**src/rtl/erase_seq_pkg.sv**
```systemverilog
package erase_seq_pkg;

   localparam int BYTE_W = 8;

   localparam logic [BYTE_W-1:0] CMD_PROG      = 8'h40;
   localparam logic [BYTE_W-1:0] CMD_PROG_CHK  = 8'hC0;
   localparam logic [BYTE_W-1:0] CMD_ERASE     = 8'h20;
   localparam logic [BYTE_W-1:0] CMD_ERASE_CHK = 8'hA0;
   localparam logic [BYTE_W-1:0] CMD_RESET     = 8'hFF;
   localparam logic [BYTE_W-1:0] VAL_ZERO      = 8'h00;
   localparam logic [BYTE_W-1:0] VAL_BLANK     = 8'hFF;

   typedef enum logic [3:0] {
      SQ_IDLE,
      SQ_PG_CMD,
      SQ_PG_DATA,
      SQ_PG_VCMD,
      SQ_PG_VRD,
      SQ_ER_CMD1,
      SQ_ER_CMD2,
      SQ_ER_WAIT,
      SQ_EV_CMD,
      SQ_EV_RD,
      SQ_TERM
   } seq_state_t;

   typedef enum logic [1:0] {
      BX_IDLE,
      BX_ACT,
      BX_GAP
   } bus_state_t;

endpackage

```
**src/rtl/erase_seq_cnt.sv**
```systemverilog
module erase_seq_cnt #(
   parameter int WIDTH    = 8,
   parameter bit COUNT_UP = 1'b1
) (
   input  logic             clk,
   input  logic             rst_n,
   input  logic             clr,
   input  logic             load,
   input  logic [WIDTH-1:0] load_val,
   input  logic             step,
   output logic [WIDTH-1:0] count
);

   logic [WIDTH-1:0] cnt_q;

   generate
      if (COUNT_UP) begin : g_up
         always_ff @(posedge clk) begin
            if (!rst_n || clr) begin
               cnt_q <= '0;
            end else if (load) begin
               cnt_q <= load_val;
            end else if (step && (cnt_q != {WIDTH{1'b1}})) begin
               cnt_q <= cnt_q + 1'b1;
            end
         end
      end else begin : g_down
         always_ff @(posedge clk) begin
            if (!rst_n || clr) begin
               cnt_q <= '0;
            end else if (load) begin
               cnt_q <= load_val;
            end else if (step && (cnt_q != '0)) begin
               cnt_q <= cnt_q - 1'b1;
            end
         end
      end
   endgenerate

   assign count = cnt_q;

endmodule

```
**src/rtl/erase_seq_bus.sv**
```systemverilog
module erase_seq_bus
   import erase_seq_pkg::*;
#(
   parameter int ADDR_W   = 18,
   parameter int CYC_CLKS = 4
) (
   input  logic              clk,
   input  logic              rst_n,
   input  logic              req,
   input  logic              rd,
   input  logic [ADDR_W-1:0] addr_in,
   input  logic [BYTE_W-1:0] data_in,
   output logic              ack,
   output logic [BYTE_W-1:0] rdata_q,
   output logic              bus_we,
   output logic              bus_oe,
   output logic [ADDR_W-1:0] bus_addr,
   output logic [BYTE_W-1:0] bus_wdata,
   input  logic [BYTE_W-1:0] bus_rdata
);

   bus_state_t st_q;
   logic       last_beat;

   generate
      if (CYC_CLKS == 1) begin : g_single
         assign last_beat = 1'b1;
      end else begin : g_multi
         localparam int BW = $clog2(CYC_CLKS);
         logic [BW-1:0] beat_q;
         always_ff @(posedge clk) begin
            if (!rst_n) begin
               beat_q <= '0;
            end else if (st_q == BX_IDLE && req) begin
               beat_q <= BW'(CYC_CLKS - 1);
            end else if (st_q == BX_ACT && beat_q != '0) begin
               beat_q <= beat_q - 1'b1;
            end
         end
         assign last_beat = (beat_q == '0);
      end
   endgenerate

   always_ff @(posedge clk) begin
      if (!rst_n) begin
         st_q      <= BX_IDLE;
         bus_we    <= 1'b0;
         bus_oe    <= 1'b0;
         bus_addr  <= '0;
         bus_wdata <= '0;
         rdata_q   <= '0;
      end else begin
         case (st_q)
            BX_IDLE: begin
               if (req) begin
                  st_q      <= BX_ACT;
                  bus_we    <= !rd;
                  bus_oe    <= rd;
                  bus_addr  <= addr_in;
                  bus_wdata <= data_in;
               end
            end
            BX_ACT: begin
               if (last_beat) begin
                  st_q   <= BX_GAP;
                  bus_we <= 1'b0;
                  bus_oe <= 1'b0;
                  if (bus_oe) begin
                     rdata_q <= bus_rdata;
                  end
               end
            end
            default: begin
               st_q <= BX_IDLE;
            end
         endcase
      end
   end

   assign ack = (st_q == BX_GAP);

endmodule

```
**src/rtl/erase_seq.sv**
```systemverilog
module erase_seq
   import erase_seq_pkg::*;
#(
   parameter int ADDR_W     = 18,
   parameter int CYC_CLKS   = 4,
   parameter int ERASE_CLKS = 1250,
   parameter int MAX_PULSES = 1000,
   parameter int PROG_TRIES = 25
) (
   input  logic              clk,
   input  logic              rst_n,
   input  logic              start,
   output logic              busy,
   output logic              done,
   output logic              fail,
   output logic              flash_we,
   output logic              flash_oe,
   output logic [ADDR_W-1:0] flash_addr,
   output logic [7:0]        flash_wdata,
   input  logic [7:0]        flash_rdata
);

   localparam int PULSE_W = $clog2(MAX_PULSES + 1);
   localparam int TRY_W   = $clog2(PROG_TRIES + 1);
   localparam int WAIT_W  = $clog2(ERASE_CLKS + 1);
   localparam logic [ADDR_W-1:0] LAST_ADDR = {ADDR_W{1'b1}};

   initial begin
      assert (ADDR_W >= 1)     else $fatal(1, "ADDR_W must be at least 1");
      assert (CYC_CLKS >= 1)   else $fatal(1, "CYC_CLKS must be at least 1");
      assert (ERASE_CLKS >= 1) else $fatal(1, "ERASE_CLKS must be at least 1");
      assert (MAX_PULSES >= 1) else $fatal(1, "MAX_PULSES must be at least 1");
      assert (PROG_TRIES >= 1) else $fatal(1, "PROG_TRIES must be at least 1");
   end

   seq_state_t        st_q;
   logic [ADDR_W-1:0] addr_q;
   logic              abort_q;
   logic              done_q;
   logic              fail_q;

   logic              op_req;
   logic              op_rd;
   logic [BYTE_W-1:0] op_data;
   logic              op_ack;
   logic [BYTE_W-1:0] rd_byte;

   logic [PULSE_W-1:0] pulses;
   logic [TRY_W-1:0]   misses;
   logic [WAIT_W-1:0]  wait_left;

   logic at_last, prog_ok, blank_ok, pulses_spent, tries_spent;
   logic try_clr, try_step, pulse_clr, pulse_step, wait_load, wait_step;

   assign at_last      = (addr_q == LAST_ADDR);
   assign prog_ok      = (rd_byte == VAL_ZERO);
   assign blank_ok     = (rd_byte == VAL_BLANK);
   assign pulses_spent = (pulses == PULSE_W'(MAX_PULSES));
   assign tries_spent  = (misses == TRY_W'(PROG_TRIES - 1));

   always_comb begin
      op_req  = 1'b1;
      op_rd   = 1'b0;
      op_data = CMD_RESET;
      case (st_q)
         SQ_PG_CMD:  op_data = CMD_PROG;
         SQ_PG_DATA: op_data = VAL_ZERO;
         SQ_PG_VCMD: op_data = CMD_PROG_CHK;
         SQ_PG_VRD:  op_rd   = 1'b1;
         SQ_ER_CMD1: op_data = CMD_ERASE;
         SQ_ER_CMD2: op_data = CMD_ERASE;
         SQ_EV_CMD:  op_data = CMD_ERASE_CHK;
         SQ_EV_RD:   op_rd   = 1'b1;
         SQ_TERM:    op_data = CMD_RESET;
         default:    op_req  = 1'b0;
      endcase
   end

   always_comb begin
      try_clr    = (st_q == SQ_IDLE && start) || (st_q == SQ_PG_VRD && op_ack && prog_ok);
      try_step   = (st_q == SQ_PG_VRD) && op_ack && !prog_ok && !tries_spent;
      pulse_clr  = (st_q == SQ_IDLE) && start;
      pulse_step = (st_q == SQ_ER_CMD2) && op_ack;
      wait_load  = (st_q == SQ_ER_CMD2) && op_ack;
      wait_step  = (st_q == SQ_ER_WAIT);
   end

   erase_seq_cnt #(.WIDTH(TRY_W), .COUNT_UP(1'b1)) u_tries (
      .clk(clk), .rst_n(rst_n), .clr(try_clr), .load(1'b0),
      .load_val('0), .step(try_step), .count(misses)
   );

   erase_seq_cnt #(.WIDTH(PULSE_W), .COUNT_UP(1'b1)) u_pulses (
      .clk(clk), .rst_n(rst_n), .clr(pulse_clr), .load(1'b0),
      .load_val('0), .step(pulse_step), .count(pulses)
   );

   erase_seq_cnt #(.WIDTH(WAIT_W), .COUNT_UP(1'b0)) u_wait (
      .clk(clk), .rst_n(rst_n), .clr(1'b0), .load(wait_load),
      .load_val(WAIT_W'(ERASE_CLKS - 1)), .step(wait_step), .count(wait_left)
   );

   erase_seq_bus #(.ADDR_W(ADDR_W), .CYC_CLKS(CYC_CLKS)) u_bus (
      .clk(clk), .rst_n(rst_n), .req(op_req), .rd(op_rd),
      .addr_in(addr_q), .data_in(op_data), .ack(op_ack), .rdata_q(rd_byte),
      .bus_we(flash_we), .bus_oe(flash_oe), .bus_addr(flash_addr),
      .bus_wdata(flash_wdata), .bus_rdata(flash_rdata)
   );

   always_ff @(posedge clk) begin
      if (!rst_n) begin
         st_q    <= SQ_IDLE;
         addr_q  <= '0;
         abort_q <= 1'b0;
         done_q  <= 1'b0;
         fail_q  <= 1'b0;
      end else begin
         done_q <= 1'b0;
         fail_q <= 1'b0;
         case (st_q)
            SQ_IDLE: begin
               if (start) begin
                  st_q    <= SQ_PG_CMD;
                  addr_q  <= '0;
                  abort_q <= 1'b0;
               end
            end
            SQ_PG_CMD:  if (op_ack) st_q <= SQ_PG_DATA;
            SQ_PG_DATA: if (op_ack) st_q <= SQ_PG_VCMD;
            SQ_PG_VCMD: if (op_ack) st_q <= SQ_PG_VRD;
            SQ_PG_VRD: begin
               if (op_ack) begin
                  if (prog_ok) begin
                     if (at_last) begin
                        addr_q <= '0;
                        st_q   <= SQ_ER_CMD1;
                     end else begin
                        addr_q <= addr_q + 1'b1;
                        st_q   <= SQ_PG_CMD;
                     end
                  end else if (tries_spent) begin
                     abort_q <= 1'b1;
                     st_q    <= SQ_TERM;
                  end else begin
                     st_q <= SQ_PG_CMD;
                  end
               end
            end
            SQ_ER_CMD1: if (op_ack) st_q <= SQ_ER_CMD2;
            SQ_ER_CMD2: if (op_ack) st_q <= SQ_ER_WAIT;
            SQ_ER_WAIT: if (wait_left == '0) st_q <= SQ_EV_CMD;
            SQ_EV_CMD:  if (op_ack) st_q <= SQ_EV_RD;
            SQ_EV_RD: begin
               if (op_ack) begin
                  if (blank_ok) begin
                     if (at_last) begin
                        st_q <= SQ_TERM;
                     end else begin
                        addr_q <= addr_q + 1'b1;
                        st_q   <= SQ_EV_CMD;
                     end
                  end else if (pulses_spent) begin
                     abort_q <= 1'b1;
                     st_q    <= SQ_TERM;
                  end else begin
                     st_q <= SQ_ER_CMD1;
                  end
               end
            end
            SQ_TERM: begin
               if (op_ack) begin
                  st_q   <= SQ_IDLE;
                  done_q <= !abort_q;
                  fail_q <= abort_q;
               end
            end
            default: st_q <= SQ_IDLE;
         endcase
      end
   end

   assign busy = (st_q != SQ_IDLE);
   assign done = done_q;
   assign fail = fail_q;

endmodule

```
**config.mk**
```make
export PLATFORM = sky130hd
export DESIGN_NAME = erase_seq
export DESIGN_NICKNAME = d
export VERILOG_FILES = /design/src/rtl/erase_seq_pkg.sv /design/src/rtl/erase_seq_cnt.sv /design/src/rtl/erase_seq_bus.sv /design/src/rtl/erase_seq.sv
export SDC_FILE = /design/constraint.sdc
export NUM_CORES = 1
export LEC_CHECK = 0
export ABC_AREA = 1
export BUFFER_PORTS_ARGS = -buffer_cell sky130_fd_sc_hd__buf_4
export CAP_MARGIN = 0
export CORE_UTILIZATION = 64
export CTS_BUF_LIST = sky130_fd_sc_hd__clkbuf_4 sky130_fd_sc_hd__clkbuf_8
export CTS_CLUSTER_SIZE = 24
export DETAILED_ROUTE_END_ITERATION = 8
export PLACE_DENSITY = 0.89
export SYNTH_ARGS = -nofsm -noshare
export SYNTH_HDL_FRONTEND = slang
export SYNTH_SLANG_ARGS = --single-unit
```
**constraint.sdc**
```tcl
create_clock -name clk -period 5.1 [get_ports clk]
set_input_delay 0.765 -clock clk [delete_from_list [all_inputs] [get_ports clk]]
set_output_delay 0.765 -clock clk [all_outputs]
set_load 0.03 [all_outputs]
```
* Word-level counts from Yosys, hierarchy flattened
Cells that the tools add are included.
** Word-level totals
- Output and inout port bits :: 31
- Register bits after elaboration :: 91
- Logic and storage cells :: 152
** Operators by class
- Muxes and demuxes :: 49
- Add/sub/neg operators :: 5
- Reduce and logical (&&, ||, !) cells :: 43
- Equal/unequal tests :: 38
- Bitwise operators :: 1
** Operator list (number)
- $mux 18 :: 7
- $mux 4 :: 15
- $pmux 18 s3 :: 1
- $pmux 4 s11 :: 1
- $pmux 8 s5 :: 1
- $ne 2x2->1 const B :: 18
- $mux 11 :: 2
- $add 18x1->18 const B :: 1
- $eq 18x18->1 const B :: 1
- $eq 4x3->1 const B :: 4
- $eq 4x4->1 const B :: 3
- $mux 1 :: 12
- $logic_and 1x1->1 :: 11
- $logic_not 11->1 :: 1
- $reduce_and 11->1 :: 1
- $reduce_bool 11->1 :: 1
- $sub 11x1->11 const B :: 1
- $add 10x1->10 const B :: 1
- $eq 10x10->1 const B :: 1
- $mux 2 :: 5
- $ne 10x10->1 const B :: 1
- $reduce_and 3->1 :: 3
- $reduce_or 9->1 :: 1
- $eq 4x2->1 const B :: 2
- 26 further kinds :: 41

* Longest topological paths before layout
Gate-level depths: netlist of run 1.
- Depth in word-level cells :: 6
- Gate-level depth with buffers :: 12

* Modules after synthesis
From an unflattened synthesis of run 1, not the netlist that was laid out.
** Second synthesis, totals
- Cell total of the unflattened synthesis :: 854
- Area, all modules :: 5501.5 µm²
** Modules (own cells, without submodules)
- erase_seq :: area an instance 2154.6 µm², seq. area each 500.5 µm², times used 1, cells an instance 368
- erase_seq_bus :: area an instance 1556.5 µm², seq. area each 800.8 µm², times used 1, cells an instance 200
- erase_seq_cnt at u_wait :: area an instance 745.7 µm², seq. area each 220.2 µm², times used 1, cells an instance 122
- erase_seq_cnt at u_pulses :: area an instance 724.4 µm², seq. area each 200.2 µm², times used 1, cells an instance 113
- erase_seq_cnt at u_tries :: area an instance 320.3 µm², seq. area each 100.1 µm², times used 1, cells an instance 51

* Worst setup path before layout of run 1
Ideal clock, no wire load.
- Kind :: register to register
- Start point :: register addr_q[0]
- End point :: register addr_q[17]
- Stages on the path, launching flop included :: 12
- Path buffers :: 1
- Data arrival time :: 1.575 ns
- Setup time :: 0.114 ns
- Data required time :: 4.986 ns
- Path slack :: 3.411 ns
- Path through :: dfxtp_1 -> ha_1 -> nand2_1 -> nor2_4 -> nand2_2 -> nor2_4 -> nand3_4 -> clkinv_1 -> nor2_4 -> buf_6 -> a21oi_1 -> nor2_1
** Between the ends
- Cells in the longest elaborated chain, start to end :: 5
- Elaborated cells between the ends (all ways) :: 11
- Classes of those cells :: add/sub: 1; eq/ne: 2; mux: 7; reduce/logical: 1
** Ends and longest elaborated chain
- from (decl) :: RTL line erase_seq.sv:37 : logic [ADDR_W-1:0] addr_q;
- from (signal assigned) :: RTL line erase_seq.sv:138 : addr_q <= addr_q + 1'b1;
- from (signal assigned) :: RTL line erase_seq.sv:159 : addr_q <= addr_q + 1'b1;
- $add 18x1->18 or $eq 18x18->1 (tied branches) :: RTL line erase_seq.sv:138, erase_seq.sv:159, erase_seq.sv:55
- $mux 18 (on tied branches) :: RTL line erase_seq.sv:156, erase_seq.sv:134
- $mux 18 (on tied branches) :: RTL line erase_seq.sv:155, erase_seq.sv:133
- $mux 18 (on tied branches) :: RTL line erase_seq.sv:154, erase_seq.sv:132
- $pmux 18 s3 :: RTL line erase_seq.sv:120 : case (st_q)
Parallel ways exist; a longest one is shown, timed or not. The select of a mux whose other input is x is not followed.
A chain may end at the register's enable or synchronous reset.

* Worst setup path after layout of run 1
- Start point :: register st_q[3]
- End point :: register u_bus.bus_addr[4]
** Between the ends
- Cells in the longest elaborated chain, start to end :: 4
- Elaborated cells between the ends (all ways) :: 12
- Classes of those cells :: eq/ne: 9; mux: 1; reduce/logical: 2
** Ends and longest elaborated chain
- from (decl) :: RTL line erase_seq.sv:36 : seq_state_t st_q;
- from (signal assigned) :: RTL line erase_seq.sv:112 : st_q <= SQ_IDLE;
- from (signal assigned) :: RTL line erase_seq.sv:123 : st_q <= SQ_PG_CMD;
- from (signal assigned) :: RTL line erase_seq.sv:128 : SQ_PG_CMD: if (op_ack) st_q <= SQ_PG_DATA;
- $eq 4x3->1 (tied with other cells) :: RTL line erase_seq.sv:65 : case (st_q)
- $reduce_or 9->1 (no line) *
- $mux 1 * :: RTL line erase_seq.sv:65
- $reduce_and 2->1 (no line) *
- to (signal assigned) :: RTL line erase_seq_bus.sv:59 : bus_addr <= addr_in;
- to (decl) :: RTL line erase_seq_bus.sv:17 : output logic [ADDR_W-1:0] bus_addr,
Mark *: on every way between the ends. The rest lies on a longest branch, timed or not.

==> impl_results.md, run 1 <==
- Max Cap Viol: 0
- Post-synth top area share: 0.385
- Vias post-DR: 4386
- Asr flop ratio synth: 0
- Area after DPL: 4830 µm²
- Row count: 30
- Hold path cells: 1
- Post-synth EDFFs: 0
- Die Wd: 86.1 µm
- Crit start category: flip-flop
- Ys flop type: dfxtp_1
- Power density over cell area: 408 nW/µm²
- Post-synth top area cell: dfxtp_1
- ANT cells: 0
- Status: finished clean
- Syn Area/Cell: 6.86 µm²
- Top Ports: 42
- CP endpoint kind: flip-flop
- IO buf count: 41
- Crit-path max FO: 38
- Initial antenna violation count: 0
- Initial Util: 0.663
- Via density per instance: 5.54
- Final clock skew: 0.0105 ns
- Largest net degree at the start of global routing: 39
- TritonCTS clock tree: yes
- H-Tree Level Count: 3
- Num CTS Buffers: 9
- Hold crit path type: flip-flop to flip-flop
- Worst r2r path cells: 7
- CTS sink cnt: 87
- RSZ-0062 raised after global routing: false
- Final setup violating endpoints: 0
- Post-Syn Area: 4530 µm²
- CTS Hold Bufs: 0
- P_leak: 2.00 nW
- Clock Tree Root: clkbuf_8
- Yosys reg bits: 87
- Vias in the first global route: 3977
- Chip Height: 86.1 µm
- Maximum buffer depth of the clock tree: 2
- Largest cells by area after synthesis: dfxtp_1, nand2_1, a21oi_1
- First DRT Iteration DRCs: 318
- Post-layout minimum cycle time: 2.57 ns
- GRT Residual Overflow: 0
- Area Overhead vs Synth: 10.7%
- Die Footprint: 7410 µm²
- Sequential element share of the synthesized area: 0.385
- Setup TNS: 0 ns
- Clock latency on the worst-skew pair: 0.38 ns
- VDD IR max: 0.248 mV
- Synth Instances: 660
- Design area: 5010 µm²
- Number of post-CTS setup repair buffers: 0
- Core Area: 6830 µm²
- DP Wirelength: 7680 µm
- Final period util: 0.504
- # DRC: 0
- Post-CTS Resized: 0
- Final slew viol count: 0
- Yosys warnings: 0
- Nets: 709
- First-pass GRT wire length: 17500 µm
- Post-DRT Antenna Nets: 0
- Hold Vio Cnt, Final: 0
- Reg clk slew, reported paths: 0.09 ns
- Overall Global Routing Usage: 0.298
- Synth unique cells: 36
- CP Class: flip-flop to flip-flop
- TritonRoute pass-1 iters: 6
- Per-cell routed wire length: 13.5 µm
- Worst EP arrival: 2.86 ns
- CP required: 5.39 ns
- Headroom to the max-slew limit: 0.347
- Proportion of layout cells with a drive suffix above 1: 0.125
- Fmax: 0.389 GHz
- Measured slew at the worst slew-check pin: 0.974 ns
- Final wirelength: 10600 µm
- RePlAce Congestion: 0.990
- Syn_nets: 679
-- cells by family after synthesis --
group	after synthesis	synth area share
simple gates	335	0.337
compound gates	126	0.147
flops	87	0.385
buf+inv	91	0.0840
fa+ha+maj	8	0.0221
xor+xnor	13	0.0252
-- worst max-delay path, stage by stage, from the launching register on --
cell	delay [ns]
dfxtp_1	0.38
nor2_1	0.38
nand2_1	0.16
nand2_1	0.09
nand3_1	0.28
inv_1	0.83
o21ai_0	0.19
a21oi_1	0.17
-- synthesized netlist by cell type, types with 2 or more instances --
cell / n
nand2_1: 149
inv_2: 3
a31oi_1: 2
xnor2_1: 3
ha_1: 8
clkinv_1: 4
a21oi_1: 74
nand3_2: 2
nor2_4: 6
nand3_1: 44
nand4_1: 17
a21oi_2: 2
buf_6: 2
nand2_2: 8
xor2_1: 10
clkbuf_1: 11
nor3_1: 13
buf_4: 5
nor2_1: 82
nor3b_1: 2
buf_2: 4
nor2_2: 4
nand3b_1: 4
dfxtp_1: 87
o21ai_0: 42
inv_1: 62
-- through the flow --
step | std cells | setup WS (ns) | hold slack, ns | power [mW] | util
CTS | 791 | 2.57 | 0.424 | 2.03 | 0.734
global route | 791 | 2.22 | 0.439 | 2.16 | 0.734
floorplan | 660 | 3.41 | 0.392 | 1.42 | -
global placement | 775 | 2.55 | 0.396 | 1.58 | 0.708
detailed placement | 775 | 2.49 | 0.410 | 1.59 | 0.708
finish | 791 | 2.53 | 0.419 | 2.05 | 0.734
-- routing by layer --
layer,share of wire,global-route usage,up-vias
li1,-,-,2215
met4,0.018,0.126,0
met5,0,0,-
met2,0.49,0.517,136
met3,0.047,0.0414,22
met1,0.45,0.370,2013
-- cells in the final DEF (no fill, tap or decap), drive strengths merged, types with 10 or more instances in the layout --
| master | synthesis | routed |
|---|---|---|
| nand2 | 158 | 158 |
| nor3 | 14 | 14 |
| a21oi | 76 | 76 |
| inv | 65 | 68 |
| nand4 | 17 | 17 |
| o21ai | 42 | 42 |
| nand3 | 47 | 47 |
| xor2 | 10 | 10 |
| nor2 | 93 | 93 |
| buf | 11 | 41 |
| dfxtp | 87 | 87 |
-- final timing paths --
kind              startpoint           endpoint  slack, ns
setup / recovery     st_q[3]  u_bus.bus_addr[4]       2.53
hold / removal       abort_q               done       0.42
setup reg to reg     st_q[3]  u_bus.bus_addr[4]       2.53
hold reg to reg      abort_q               done       0.42
-- power breakdown --
part	internal, mW	switching, mW	total [mW]
Sequential	0.760	0.0541	0.814
Clock	0.182	0.276	0.458
Combinational	0.231	0.543	0.775
-- registers in the layout (all words and copies together), names as in the netlist, 2 cells and up --
name	flops
st_q	4
u_bus.g_multi.beat_q	2
u_bus.bus_wdata	4
u_tries.count	5
u_wait.count	11
u_bus.rdata_q	8
u_pulses.count	10
u_bus.st_q	2
addr_q	18
u_bus.bus_addr	18
-- cell type report --
| cell class | instances | area, µm² |
|---|---|---|
| inverters | 69 | 259 |
| clock inverters | 7 | 53.8 |
| well taps | 96 | 120 |
| flip-flops and latches | 87 | 1740 |
| clock buffers | 9 | 124 |
| fillers | 579 | 1820 |
| repair buffers | 41 | 308 |
| multi-input cells | 482 | 2400 |
No activity file was read; power rests on OpenSTA's default activity.
==> run 2: changes to the inputs <==
Settings changed: ABC_AREA 1 to 0, CORE_UTILIZATION 64 to 61, PLACE_DENSITY 0.89 to 0.86.
Clock period 5.1 ns to 2.7 ns, I/O delays scaled along.
==> impl_results.md, run 2 <==
- Status: finished clean
- Area Overhead vs Synth: 13.3%
- Worst EP arrival: 2.77 ns
- Vias in the first global route: 3479
- Post-Synth Adder-Cell Area: 0.0238
- Max Cap Viol: 0
- Die Wd: 85.1 µm
- CP Class: flip-flop to flip-flop
- Largest cells by area after synthesis: dfxtp_1, nand2_1, a21boi_0
- IO buf count: 41
- Power density over cell area: 779 nW/µm²
- First DRT Iteration DRCs: 203
- FF-to-FF setup slack: 0.20 ns
- CP required: 2.97 ns
- # DRC: 0
- Gate power share: 0.303
- Psw: 1.32 mW
- Vias post-DR: 3564
- Complex-gate fraction of the synthesized area: 0.156
- Crit-path max FO: 17
- First-pass GRT wire length: 15700 µm
- P_leak: 1.76 nW
- H-Tree Level Count: 3
- Row count: 29
- Main combinational cell family by area after synthesis: simple AND/OR/NAND/NOR gates
- Top Ports: 42
- WHS: 0.308 ns
- Via density per instance: 5.91
- Ys flop type: dfxtp_1
- Post-Synth Simple-Gate Area: 0.286
- Post-synth top cells: dfxtp_1, nand2_1, nor2_1
- Initial antenna violation count: 0
- Fmax: 0.401 GHz
- TritonCTS clock tree: yes
- Maximum buffer depth of the clock tree: 2
- TritonRoute pass-1 iters: 4
- Sequential Power Share: 0.401
- Synth Instances: 491
- Top-count cell post-synth: dfxtp_1
- Proportion of layout cells with a drive suffix above 1: 0.143
- Post-synth top area share: 0.414
- Final period util: 0.924
- Tot Pwr: 3.71 mW
- CP endpoint kind: flip-flop
- Largest net degree at the start of global routing: 39
- CTS sink cnt: 87
- P_int: 2.39 mW
- Post-layout minimum cycle time: 2.50 ns
- Hold Vio Cnt, Final: 0
- ANT cells: 0
- Syn_nets: 510
- Yosys reg bits: 87
- Clock share of power: 0.296
- GRT Residual Overflow: 0
- Post-DRT Antenna Nets: 0
- Reg clk slew, reported paths: 0.09 ns
- Syn Area/Cell: 8.57 µm²
- Final wirelength: 9130 µm
- Filler cell count in the final layout: 484
- VDD IR max: 0.486 mV
- Num CTS Buffers: 9
- Chip Height: 85.1 µm
- Measured slew at the worst slew-check pin: 0.604 ns
- Overall Global Routing Usage: 0.271
- DP Wirelength: 6430 µm
- Final setup violating endpoints: 0
- Asr flop ratio synth: 0
- Clock latency on the worst-skew pair: 0.35 ns
- Yosys warnings: 0
- Per-cell routed wire length: 15.1 µm
- Die Footprint: 7240 µm²
- RSZ-0062 raised after global routing: false
- Post-Syn Area: 4210 µm²
- Core Area: 6490 µm²
- Post-synth EDFFs: 0
- Clock Tree Root: clkbuf_8
- Mux cell area share after synthesis: 0.0143
- Synth unique cells: 57
- Sw Ratio: 0.356
- Most frequent cells in the layout: dfxtp_1, nand2_1, buf_4
- Commonest non-fill, non-tap cell in the layout: dfxtp_1
- Final clock skew: 0.0128 ns
- Headroom to the max-slew limit: 0.593
- Final slew viol count: 0
- Initial Util: 0.648
- Hold crit path type: input port to flip-flop
- RePlAce Congestion: 0.897
- Setup TNS: 0 ns
- Nets: 540
- Post-synth top area cell: dfxtp_1
- Sequential element share of the synthesized area: 0.414
- Crit start category: flip-flop
- Post-Synth XOR/XNOR Area: 0.0624
run 2: cell types whose count changed in the layout (fill, tap and decap cells not counted), sizes merged, moves of 11 or more:
cell,change
inv,-52
a21oi,-62
nand3,-33
nor2,-48
nand2,-87
a21boi,+33
o21ai,-19
and3,+11
run 2: final timing paths:
| path | start | end | depth (start not counted) |
|---|---|---|---|
| worst max-delay path | st_q[1] | addr_q[5] | 6 |
| worst min-delay path | flash_rdata[4] | u_bus.rdata_q[4] | 3 |
| worst max register to register | st_q[1] | addr_q[5] | 6 |
| worst min register to register | u_bus.bus_addr[5] | u_bus.bus_addr[5] | 2 |
run 2: layout make-up:
type | instances | area [µm²] | area share
tap | 77 | 96.3 | 0.0202
clock buffer | 9 | 124 | 0.0260
clock inverter | 7 | 124 | 0.0260
sequential | 87 | 1740 | 0.365
multi-input combinational | 364 | 2290 | 0.480
inverter | 13 | 48.8 | 0.0102
timing repair buffer | 46 | 345 | 0.0724
run 2: power by group through the flow:
stage	clock network [mW]	logic [mW]	registers (mW)
4_1_cts	1.12	1.12	1.48
3_5_place_dp	0	1.12	1.51
3_3_place_gp	0	1.09	1.51
2_1_floorplan	0	0.846	1.52
6_report	1.10	1.13	1.49
5_1_grt	1.17	1.22	1.51
run 2: kinds of logic after synthesis:
kind of cell | count (synthesis)
buffers and inverters | 40
muxes | 6
and+or+nand+nor | 223
xor gates and xnor gates | 30
adders and majority gates | 8
AOI/OAI and AO/OA | 97
DFF | 87
run 2: worst max-delay path, cell delays in order, from the launching register on:
cell	delay, ns
dfxtp_1	0.61
and4bb_2	0.33
o21ai_0	0.17
o2111a_2	0.38
nand2_1	0.21
or4b_1	0.51
a21boi_1	0.21
run 2: through the flow:
stage	setup WS, ns	instances	cell area (µm²)	util
after floorplan	0.625	491	4210	-
after global placement	0.395	587	4520	0.696
after detailed placement	0.251	587	4520	0.696
after CTS	0.176	603	4770	0.734
after global routing	0.0341	603	4770	0.734
final	0.204	603	4770	0.734
run 2: repair_timing:
item,CTS,global route
setup endpoints to repair,0,1
gates resized for setup,0,1
setup buffers,0,0
hold buffers,0,0
run 2: metal layers:
metal / up-vias / global-route usage / part of all wire
met5: - / 0 / 0
met4: 0 / 0.0940 / 0.019
met3: 17 / 0.0545 / 0.041
met2: 86 / 0.482 / 0.51
met1: 1685 / 0.325 / 0.43
li1: 1776 / - / -
==> run 3: changes to the inputs <==
Settings changed: PLACE_DENSITY 0.86 to unset, PLACE_DENSITY_LB_ADDON set to 0.25.
==> impl_results.md, run 3 (synthesized netlist as in run 2, its figures left out) <==
- Fmax: 0.415 GHz
- Measured slew at the worst slew-check pin: 0.627 ns
- Power density over cell area: 748 nW/µm²
- Post-layout minimum cycle time: 2.41 ns
- Clock Tree Root: clkbuf_8
- Top sig layer: met4
- CP required: 2.99 ns
- Crit start category: flip-flop
- P_int: 2.24 mW
- Hold crit path type: input port to flip-flop
- Worst R2R Start: st_q[1]
- Met2 WL: 4250 µm
- DP Wirelength: 6470 µm
- Max stage delay cell, worst path: dfxtp_1
- H-Tree Level Count: 3
- TritonCTS clock tree: yes
- Post-CTS Resized: 0
- Via density per instance: 5.87
- # DRC: 0
- Clock share of power: 0.263
- Top Ports: 42
- Max Cap Viol: 0
- Most frequent cells in the layout: dfxtp_1, nand2_1, buf_4
- Crit-path cells: and4bb_2 > o21ai_0 > o2111a_2 > nand2_1 > or4b_1 > a21boi_1
- Sw Ratio: 0.368
- Final slew viol count: 0
- Design area: 4730 µm²
- Final wirelength: 9040 µm
- Crit-path max FO: 17
- Nets: 541
- First-pass GRT wire length: 15000 µm
- Place WS: 0.339 ns
- IO buf count: 41
- Met3 WL: 368 µm
- Status: finished clean
- Final clock skew: 0.00831 ns
- ANT cells: 0
- Headroom to the max-slew limit: 0.578
- Clock latency on the worst-skew pair: 0.35 ns
- Per-cell routed wire length: 15.0 µm
- Psw: 1.30 mW
- Worst EP arrival: 2.70 ns
- Area Overhead vs Synth: 12.5%
- Reg clk slew, reported paths: 0.08 ns
- Proportion of layout cells with a drive suffix above 1: 0.142
- P_leak: 1.74 nW
- Hold Vio Cnt, Final: 0
- Crit path from: st_q[1]
- Die Footprint: 7240 µm²
- Initial antenna violation count: 0
- VDD IR max: 0.607 mV
- GRT Residual Overflow: 0
- First DRT Iteration DRCs: 179
- CP endpoint kind: flip-flop
- Setup TNS: 0 ns
- Vias post-DR: 3545
- Row count: 29
- Final period util: 0.892
- Area after DPL: 4530 µm²
- RSZ-0062 raised after global routing: false
- TritonRoute pass-1 iters: 4
- Num CTS Buffers: 9
- Hold path start: flash_rdata[6]
- Initial Util: 0.648
- CTS sink cnt: 87
- Largest net degree at the start of global routing: 30
- Commonest non-fill, non-tap cell in the layout: dfxtp_1
- CP peak stage delay: 0.61 ns
- Die Wd: 85.1 µm
- Number of post-CTS setup repair buffers: 0
- Final setup violating endpoints: 0
- Vias in the first global route: 3200
- Maximum buffer depth of the clock tree: 2
- Utilization after layout: 0.729
- Core Area: 6490 µm²
- Dpl cells: 588
- Gate power share: 0.321
- Metal1 wirelength: 4280 µm
- Tot Pwr: 3.54 mW
- Sequential Power Share: 0.416
- Chip Height: 85.1 µm
- CP Class: flip-flop to flip-flop
- Overall Global Routing Usage: 0.260
- WHS: 0.310 ns
- RePlAce Congestion: 0.900
- Non-Filler Instances: 604
- Worst r2r path cells: 6
- CTS Hold Bufs: 0
- Hold path cells: 3
- Setup ws final: 0.292 ns
- Post-DRT Antenna Nets: 0
## run 3: cell count changes in the layout (fill, tap and decap cells not counted), sizes merged
cell,change
clkbuf,+3
buf,+1
inv,-2
clkinvlp,+1
bufinv,-2
## run 3: area by class of cell
type                       instances  area (µm²)
timing repair buffer              47         353
clock buffer                      12         153
multi-input combinational        364        2290
clock inverter                     4        53.8
tap                               77        96.3
fill                             507        1760
sequential                        87        1740
inverter                          13        48.8
## run 3: final timing paths
| kind | to | slack [ns] |
|---|---|---|
| setup / recovery | addr_q[5] | 0.29 |
| hold / removal | u_bus.rdata_q[6] | 0.31 |
| setup reg to reg | addr_q[5] | 0.29 |
| hold reg to reg | u_bus.bus_addr[7] | 0.47 |
## run 3: power groups by stage
stage	Combinational (mW)	Clock [mW]	Sequential, mW
2_1_floorplan	0.846	0	1.52
5_1_grt	1.25	1.01	1.49
3_5_place_dp	1.14	0	1.50
6_report	1.14	0.930	1.47
4_1_cts	1.14	0.950	1.47
3_3_place_gp	1.12	0	1.49
## run 3: per-layer routing
metal	vias up	track usage
li1	1775	-
met1	1672	0.345
met2	82	0.427
met3	16	0.0438
met4	0	0.0955
met5	-	0
## run 3: critical path: cells and delay by family, from the launching register on
| family | cells | cell delay, ns |
|---|---|---|
| flip-flops | 1 | 0.61 |
| AND/OR/NAND/NOR | 3 | 1.05 |
| AO/OA/AOI/OAI | 3 | 0.68 |
